## src/rtl/osd_htiming_pkg.sv

```systemverilog
package osd_htiming_pkg;
  localparam int unsigned DOTS_PER_CHAR = 12;
  localparam int unsigned NUM_COLS      = 30;
  localparam int unsigned DELAY_MUL     = 6;
  localparam int unsigned DELAY_OFS     = 49;
  localparam int unsigned HDELAY_W      = 7;
endpackage

```

## src/rtl/osd_flb_edge.sv

```systemverilog
module osd_flb_edge (
  input  logic clk_i,
  input  logic rst_ni,
  input  logic flb_i,
  output logic edge_o
);
  logic flb_q;

  always_ff @(posedge clk_i or negedge rst_ni) begin
    if (!rst_ni) flb_q <= 1'b0;
    else         flb_q <= flb_i;
  end

  assign edge_o = flb_i & ~flb_q;
endmodule

```

## src/rtl/osd_hdelay_cnt.sv

```systemverilog
module osd_hdelay_cnt #(
  parameter int unsigned HD_W  = 7,
  parameter int unsigned CNT_W = 10,
  parameter int unsigned DMUL  = 6,
  parameter int unsigned DOFS  = 49
) (
  input  logic            clk_i,
  input  logic            rst_ni,
  input  logic            restart_i,
  input  logic [HD_W-1:0] hdelay_i,
  output logic            busy_o,
  output logic            start_o
);
  logic [CNT_W-1:0] dly_len;
  logic [CNT_W-1:0] cnt_q;
  logic             busy_q;

  always_comb dly_len = CNT_W'(hdelay_i) * CNT_W'(DMUL) + CNT_W'(DOFS);

  always_ff @(posedge clk_i or negedge rst_ni) begin
    if (!rst_ni) begin
      busy_q <= 1'b0;
      cnt_q  <= '0;
    end else if (restart_i) begin
      busy_q <= 1'b1;
      cnt_q  <= dly_len - CNT_W'(1);
    end else if (busy_q) begin
      if (cnt_q == '0) busy_q <= 1'b0;
      else             cnt_q  <= cnt_q - CNT_W'(1);
    end
  end

  assign busy_o  = busy_q;
  assign start_o = busy_q && (cnt_q == '0) && !restart_i;

  // an edge always (re)opens the delay phase
  a_r2_restart_loads: assert property (@(posedge clk_i) disable iff (!rst_ni)
    restart_i |=> busy_o);

  // the start pulse ends the delay phase
  a_r2_start_ends_delay: assert property (@(posedge clk_i) disable iff (!rst_ni)
    start_o |=> !busy_o);
endmodule

```

## src/rtl/osd_dotcol_cnt.sv

```systemverilog
module osd_dotcol_cnt #(
  parameter int unsigned COLS    = 30,
  parameter int unsigned DOT_PIX = 12,
  parameter int unsigned COL_W   = 5,
  parameter int unsigned DOT_W   = 4
) (
  input  logic             clk_i,
  input  logic             rst_ni,
  input  logic             restart_i,
  input  logic             start_i,
  input  logic             dbl_i,
  output logic             active_o,
  output logic [COL_W-1:0] col_o,
  output logic [DOT_W-1:0] dot_o
);
  logic             active_q, half_q, dbl_q;
  logic [COL_W-1:0] col_q;
  logic [DOT_W-1:0] dot_q;
  logic             dot_adv, last_dot, last_col;
  logic [COL_W-1:0] col_step;

  always_comb begin
    dot_adv  = !dbl_q || half_q;
    last_dot = (dot_q == DOT_W'(DOT_PIX - 1));
    last_col = dbl_q ? (col_q == COL_W'(COLS - 2)) : (col_q == COL_W'(COLS - 1));
    col_step = dbl_q ? COL_W'(2) : COL_W'(1);
  end

  always_ff @(posedge clk_i or negedge rst_ni) begin
    if (!rst_ni) begin
      active_q <= 1'b0;
      half_q   <= 1'b0;
      dbl_q    <= 1'b0;
      col_q    <= '0;
      dot_q    <= '0;
    end else if (restart_i) begin
      active_q <= 1'b0;
      half_q   <= 1'b0;
      dbl_q    <= dbl_i;
      col_q    <= '0;
      dot_q    <= '0;
    end else if (start_i) begin
      active_q <= 1'b1;
      half_q   <= 1'b0;
      col_q    <= '0;
      dot_q    <= '0;
    end else if (active_q) begin
      half_q <= dbl_q && !half_q;
      if (dot_adv) begin
        if (last_dot) begin
          dot_q <= '0;
          if (last_col) begin
            active_q <= 1'b0;
            col_q    <= '0;
          end else begin
            col_q <= col_q + col_step;
          end
        end else begin
          dot_q <= dot_q + DOT_W'(1);
        end
      end
    end
  end

  assign active_o = active_q;
  assign col_o    = col_q;
  assign dot_o    = dot_q;

  a_r5_idle_zero: assert property (@(posedge clk_i) disable iff (!rst_ni)
    !active_o |-> (col_o == '0) && (dot_o == '0));

  a_r3_dot_range: assert property (@(posedge clk_i) disable iff (!rst_ni)
    dot_o <= DOT_W'(DOT_PIX - 1));

  a_r3_dot_step: assert property (@(posedge clk_i) disable iff (!rst_ni)
    active_o && !dbl_q && !restart_i && !last_dot |=> dot_o == $past(dot_o) + DOT_W'(1));

  a_r4_even_col: assert property (@(posedge clk_i) disable iff (!rst_ni)
    active_o && dbl_q |-> !col_o[0]);

  a_r4_dot_hold: assert property (@(posedge clk_i) disable iff (!rst_ni)
    active_o && dbl_q && !half_q && !restart_i |=> active_o && $stable(dot_o));
endmodule

```

## src/rtl/osd_htiming.sv

```systemverilog
module osd_htiming
  import osd_htiming_pkg::*;
#(
  parameter int unsigned HD_W    = HDELAY_W,
  parameter int unsigned COLS    = NUM_COLS,
  parameter int unsigned DOT_PIX = DOTS_PER_CHAR,
  parameter int unsigned DMUL    = DELAY_MUL,
  parameter int unsigned DOFS    = DELAY_OFS,
  localparam int unsigned COL_W  = $clog2(COLS),
  localparam int unsigned DOT_W  = $clog2(DOT_PIX),
  localparam int unsigned CNT_W  = $clog2(((1 << HD_W) - 1) * DMUL + DOFS + 1)
) (
  input  logic             clk_i,
  input  logic             rst_ni,
  input  logic             hflb_i,
  input  logic [HD_W-1:0]  hdelay_i,
  input  logic             dbl_wide_i,
  output logic             active_o,
  output logic [COL_W-1:0] col_o,
  output logic [DOT_W-1:0] dot_o
);
  logic flb_edge, dly_busy, dly_start;

  osd_flb_edge u_edge (
    .clk_i  (clk_i),
    .rst_ni (rst_ni),
    .flb_i  (hflb_i),
    .edge_o (flb_edge)
  );

  osd_hdelay_cnt #(
    .HD_W (HD_W), .CNT_W (CNT_W), .DMUL (DMUL), .DOFS (DOFS)
  ) u_delay (
    .clk_i     (clk_i),
    .rst_ni    (rst_ni),
    .restart_i (flb_edge),
    .hdelay_i  (hdelay_i),
    .busy_o    (dly_busy),
    .start_o   (dly_start)
  );

  osd_dotcol_cnt #(
    .COLS (COLS), .DOT_PIX (DOT_PIX), .COL_W (COL_W), .DOT_W (DOT_W)
  ) u_dotcol (
    .clk_i     (clk_i),
    .rst_ni    (rst_ni),
    .restart_i (flb_edge),
    .start_i   (dly_start),
    .dbl_i     (dbl_wide_i),
    .active_o  (active_o),
    .col_o     (col_o),
    .dot_o     (dot_o)
  );

  a_r2_quiet_delay: assert property (@(posedge clk_i) disable iff (!rst_ni)
    dly_busy |-> !active_o);

  a_r6_edge_restart: assert property (@(posedge clk_i) disable iff (!rst_ni)
    flb_edge |=> !active_o && dly_busy);
endmodule

```

## config.mk

```make
export PLATFORM = sky130hd
export DESIGN_NAME = osd_htiming
export DESIGN_NICKNAME = d
export VERILOG_FILES = /design/src/rtl/osd_htiming_pkg.sv /design/src/rtl/osd_flb_edge.sv /design/src/rtl/osd_hdelay_cnt.sv /design/src/rtl/osd_dotcol_cnt.sv /design/src/rtl/osd_htiming.sv
export SDC_FILE = /design/constraint.sdc
export NUM_CORES = 1
export LEC_CHECK = 0
export BUFFER_PORTS_ARGS = -buffer_cell sky130_fd_sc_hd__clkbuf_2
export CAP_MARGIN = 20
export CORE_UTILIZATION = 45
export DETAILED_ROUTE_END_ITERATION = 7
export SLEW_MARGIN = 10
export SYNTH_ARGS = -nofsm -noshare
export SYNTH_HDL_FRONTEND = slang
export SYNTH_HIERARCHICAL = 1
export SYNTH_SLANG_ARGS = --single-unit
```

## constraint.sdc

```tcl
create_clock -name clk_i -period 2.8 [get_ports clk_i]
set_input_delay 0.14 -clock clk_i [delete_from_list [all_inputs] [get_ports clk_i]]
set_output_delay 0.14 -clock clk_i [all_outputs]
set_load 0.03 [all_outputs]
```

# Yosys cells after proc, flatten, opt, wreduce, memory -nomap -nowiden

Cells that the tools add are included.

Add/subtract/negate cells: 5
Reductions and logical operators: 15
Multipliers: 1
Bitwise logic cells: 2
Mux-type cells: 28
Equal/unequal tests: 4

Operators by type and width:

| cell                  | number |
|---|---|
| $mux 10               | 3 |
| $mux 5                | 6 |
| $mux 4                | 5 |
| $sub 10x1->10 const B | 2 |
| $mux 1                | 13 |
| $add 10x6->10 const B | 1 |
| $eq 5x5->1 const B    | 2 |
| $logic_not 10->1      | 1 |
| $mul 7x2->9 const B   | 1 |
| $reduce_bool 3->1     | 3 |
| $add 5x5->5           | 1 |
| $add 4x1->4 const B   | 1 |
| $eq 4x4->1 const B    | 1 |
| $reduce_and 2->1      | 2 |
| $logic_and 1x1->1     | 3 |
| $logic_not 1->1       | 3 |
| $reduce_and 3->1      | 1 |
| $mux 2                | 1 |
| $ne 2x1->1 const B    | 1 |
| $reduce_bool 2->1     | 1 |
| $and 1x1->1           | 1 |
| $logic_or 1x1->1      | 1 |
| $not 1->1             | 1 |

Flip-flop bits (word level): 24
Output and inout port bits: 10
Bits of input ports: 11
Word-level logic and storage cells: 63

# Logic depth before layout (Yosys ltp)

Depth in word-level cells: 8
Gate-level depth with buffers: 10
Depth with buffers taken out: 9

# Modules after synthesis

Netlist, hierarchy kept.

By module, submodules not included:

| module         | sequential area each (um2) | times used | area an instance (um2) | cells an instance |
|---|---|---|---|---|
| osd_hdelay_cnt | 275.3                      | 1          | 1,094.8                | 132 |
| osd_dotcol_cnt | 300.3                      | 1          | 688.2                  | 72 |
| osd_flb_edge   | 25.0                       | 1          | 38.8                   | 2 |

# Worst setup path before layout

OpenSTA, ideal clock, no wires.

Kind: register to register
Start: register u_delay.cnt_q[0]
End: register u_dotcol.col_q[2], in the netlist u_dotcol/col_o[2]
Stages on the path, launching flop included: 11
Data required time: 2.730 ns
Path buffers: 2
Period minus slack after synthesis: 2.091 ns
Slack: 0.709 ns
Library setup time: 0.070 ns
Arrival: 2.021 ns
Path through: dfrtp_1 inv_1 ha_1 or3b_1 buf_2 nor3_1 and4_1 or2_0 buf_2 or4_1 nand3_1

Cells in the longest elaborated chain, start to end: 5
Elaborated cells between the ends (all ways): 9
Those cells by class: mux (2); reduce/logical (7)

RTL lines:

| element                                                             | line                 | text |
|---|---|---|
| from (decl)                                                         | osd_hdelay_cnt.sv:15 | `logic [CNT_W-1:0] cnt_q;` |
| from (signal assigned)                                              | osd_hdelay_cnt.sv:26 | `cnt_q <= dly_len - CNT_W'(1);` |
| from (signal assigned)                                              | osd_hdelay_cnt.sv:29 | `else cnt_q <= cnt_q - CNT_W'(1);` |
| $logic_not 10->1 (*)                                                | osd_hdelay_cnt.sv:34 | `assign start_o = busy_q && (cnt_q == '0) && !restart_i;` |
| $logic_and 1x1->1 (*) (2 in a row)                                  | osd_hdelay_cnt.sv:34 |  |
| via dly_start                                                       | osd_htiming.sv:22    | `logic flb_edge, dly_busy, dly_start;` |
| $reduce_bool 3->1 (no source line) / $mux 5 (equally long branches) | --                   |  |
| $reduce_and 3->1 (no source line) / $mux 5 (equally long branches)  | --                   |  |
| to (signal assigned)                                                | osd_dotcol_cnt.sv:56 | `col_q <= col_q + col_step;` |
| to (decl)                                                           | osd_dotcol_cnt.sv:17 | `logic [COL_W-1:0] col_q;` |

The timed path passes the listed nets; every way through them passes the cells marked *.
A chain may end at the register's enable or synchronous reset.

# Worst setup path after layout

Start: register u_delay.cnt_q[0]
End: register u_delay.cnt_q[8]

Cells in the longest elaborated chain, start to end: 4
Elaborated cells between the ends (all ways): 7
Those cells by class: add/sub (1); eq/ne (1); mux (3); reduce/logical (2)

RTL lines:

| element       | line                 | text |
|---|---|---|
| $sub 10x1->10 | osd_hdelay_cnt.sv:29 |  |
| $mux 10       | osd_hdelay_cnt.sv:28 | `if (cnt_q == '0) busy_q <= 1'b0;` |
| $mux 10       | osd_hdelay_cnt.sv:27 | `end else if (busy_q) begin` |
| $mux 10       | osd_hdelay_cnt.sv:24 | `end else if (restart_i) begin` |

Several ways; a longest one is shown, not always the timed one. The select of a mux whose other input is x is not followed.

==> summary.md <==
| Metric | Value |
|---|---|
| Run status | `finished clean` |
| Final Max Slew Viols | `0` |
| Met1 Track Usage GR | `23.24%` |
| Port-buffer cells | `20` |
| Fillcell total | `356` |
| Initial antenna violation count | `0` |
| RSZ-0062 raised after global routing | `no` |
| Max-Cap Viols | `0` |
| Top-count cell post-synth | `dfrtp_1` |
| Synth Register Bits | `24` |
| Area contributors post-synth | `dfrtp_1 33%, ha_1 8.2%, xor2_1 4.3%` |
| Routed Antenna Nets | `0` |
| Die area | `4307 um2` |
| Mean post-synth cell area | `8.843 um2` |
| Clock period minus worst slack | `2.334 ns` |
| Clock latency on the worst-skew pair | `0.27 ns` |
| Via density | `5.746` |
| DR pass1 iterations | `4` |
| Initial DRC count | `77` |
| Pwr/cell area | `560.0 nW/um2` |
| Pin count of the biggest net entering global routing | `27` |
| CP Class | `reg -> reg` |
| Finish-stage setup viols | `0` |
| Syn Inst Count | `206` |
| Fmax | `428.5 MHz` |
| Slew margin rel. | `59.81%` |
| Post-synthesis sequential area ratio | `32.97%` |
| Post-Syn Area | `1822 um2` |
| IO Pins | `21` |
| Antenna Cells | `0` |
| Met2 Use GR | `33.80%` |
| Final cycle utilization of the critical path | `83.34%` |
| Final Hold Violating Endpoints | `0` |
| Primary FF master, synth | `dfrtp_1` |
| Req. time, crit path | `2.94 ns` |
| Total CTS buffers | `3` |
| CP Max Fanout | `10` |
| Hold Path Depth | `3` |
| PostCTS Resize Cnt | `0` |
| Most Used Layer, Global Route | `met2` |
| Syn nets | `231` |
| Largest area contributor in the netlist | `dfrtp_1` |
| Final Skew | `0.01552 ns` |
| Number of core rows | `22` |
| Die width | `65.63 um` |
| CTS tree | `done` |
| Post-synth top area share | `32.97%` |
| Crit end category | `register` |
| Tot GR Track Use | `18.61%` |
| Clock tree buffer depth | `2` |
| Final TNS setup | `0 ns` |
| Hold Path Class | `in -> reg` |
| Post-DP HPWL | `2.877 mm` |
| Distinct cells, synth | `50` |
| Reg2Reg Depth | `7` |
| Nets | `254` |
| Synthesis Warnings | `6` |
| Arr. time, crit path | `2.47 ns` |
| Total number of vias | `1586` |
| Dpl cells | `270` |
| Async SR Flop Fraction | `100.0%` |
| Residual DRC | `0` |
| Routability cong. | `0.8235` |
| Area Overhead vs Synth | `13.19%` |
| Met3 Use GR | `2.604%` |
| Grt ovf | `0` |
| Clock Root Buffer | `clkbuf_8` |
| Initial Utilization | `48.31%` |
| Die height | `65.63 um` |
| Top cells by count, synth | `24 x dfrtp_1, 19 x nor2_1, 18 x nand2_1` |
| Pleak | `0.9127 nW` |
| EDFF count, synth | `0` |
| Drt wl/cell | `13.42 um` |
| Non-filler cells, final | `276` |
| Layout cells sized above 1 | `15.79%` |
| Routed wire length | `3.704 mm` |
| Max IR drop VDD | `293.8 uV` |
| First-pass GRT wire length | `6.361 mm` |
| CTS sink cnt | `24` |
| Via count of the first global-routing pass | `1498` |
| Placeable Area | `3771 um2` |
| Clock-pin slew on the worst setup and hold paths | `0.09 ns` |
| Worst-Margin Slew | `0.6029 ns` |
| Crit start category | `register` |
| H-tree depth | `1` |
## worst max-delay path: stages (launching register included)
cell and delay [ns]:
dfrtp_1 0.41, inv_1 0.10, ha_1 0.18, or3b_1 0.48
o41ai_4 0.59, or3_1 0.20, xor2_1 0.16, mux2i_1 0.09
## metal layers
metal / routed length (um) / share of wire [%] / up-vias
met5: 0 / 0 / -
met4: 26 / 0.70 / 0
met3: 126 / 3.4 / 6
met2: 1875 / 51 / 40
met1: 1675 / 45 / 748
li1: - / - / 792
## report_power, final
group | internal [mW] | switching [mW]
Sequential | 0.415 | 0.0867
Combinational | 0.157 | 0.195
Clock | 0.191 | 0.110
## flip-flops by register name (all words and copies together) (netlist names)
name	cells
u_dotcol/col_o	5
u_dotcol/half_q	1
u_dotcol/dot_o	4
u_edge/flb_q	1
u_dotcol/active_o	1
u_delay/busy_o	1
u_dotcol/dbl_q	1
u_delay/cnt_q	10
## per-stage QoR
stage	hold WS [ns]	setup slack, ns	total power, mW	cell area, um2	util, %
3_5_place_dp	0.1795	0.4833	0.8547	1971	52.26
5_1_grt	0.1103	0.3152	1.242	2062	54.68
6_report	0.1035	0.4665	1.155	2062	54.68
3_3_place_gp	0.1752	0.5463	0.8383	1971	52.26
4_1_cts	0.0003355	0.4731	1.162	2052	54.41
2_1_floorplan	-0.1556	0.7092	0.7651	1822	-
## cells by family after synthesis
logic type / share of synthesized area, %
multiplexers: 2.267
AND/OR/NAND/NOR: 27.68
XOR/XNOR: 6.731
buffers and inverters: 4.121
flip-flops: 32.97
AO/OA/AOI/OAI: 15.80
adder cells (fa/ha/maj): 10.44
## what timing repair did
action                    in CTS  in global routing
hold endpoints to repair      24                  1
hold buffers                   1                  1
setup buffers                  0                  0
## layout make-up
| class | count | area [um2] | share of cell area, % |
|---|---|---|---|
| multi-input cells | 163 | 1146 | 55.58 |
| flip-flops and latches | 24 | 600.6 | 29.13 |
| repair buffers | 24 | 135.1 | 6.553 |
| well taps | 48 | 60.06 | 2.913 |
| inverters | 13 | 48.80 | 2.367 |
| clock buffers | 3 | 41.29 | 2.002 |
| clock inverters | 1 | 30.03 | 1.456 |
## final timing paths
check / startpoint / to / slack [ns]
worst max-delay path: u_delay/cnt_q[0]$_DFFE_PN0P_ / u_delay/cnt_q[8]$_DFFE_PN0P_ / 0.47
worst min-delay path: hdelay_i[0] / u_delay/cnt_q[1]$_DFFE_PN0P_ / 0.10
worst max register to register: u_delay/cnt_q[0]$_DFFE_PN0P_ / u_delay/cnt_q[8]$_DFFE_PN0P_ / 0.47
worst min register to register: u_dotcol/col_o[0]$_DFFE_PN0P_ / u_dotcol/col_o[0]$_DFFE_PN0P_ / 0.58
max in group asynchronous: rst_ni / u_delay/cnt_q[9]$_DFFE_PN0P_ / 1.99
min in group asynchronous: rst_ni / u_dotcol/dot_o[0]$_DFFE_PN0P_ / 0.40
## placed cells by master (no fill, tap or decap), drive strengths merged, types with 2 or more instances in the layout
cell / Yosys / final
dfrtp: 24 / 24
a311oi: 2 / 2
a31oi: 3 / 3
ha: 12 / 12
buf: 3 / 2
nor2b: 2 / 2
nand2b: 2 / 2
dlygate4sd3: 0 / 2
fa: 2 / 2
nor2: 19 / 19
nor3b: 4 / 4
mux2i: 3 / 3
nand2: 18 / 18
nor3: 5 / 5
or3b: 2 / 2
and4: 2 / 2
a211oi: 2 / 2
o22ai: 2 / 2
xor2: 9 / 9
clkbuf: 3 / 23
o211ai: 2 / 2
xnor2: 5 / 5
nor4: 4 / 4
a21oi: 15 / 15
nand4: 3 / 3
a21o: 3 / 3
o21ai: 10 / 10
or4b: 2 / 2
inv: 13 / 13
or3: 3 / 3
nand3: 10 / 10
or4: 4 / 4
No activity file was read; power rests on OpenSTA's default activity.
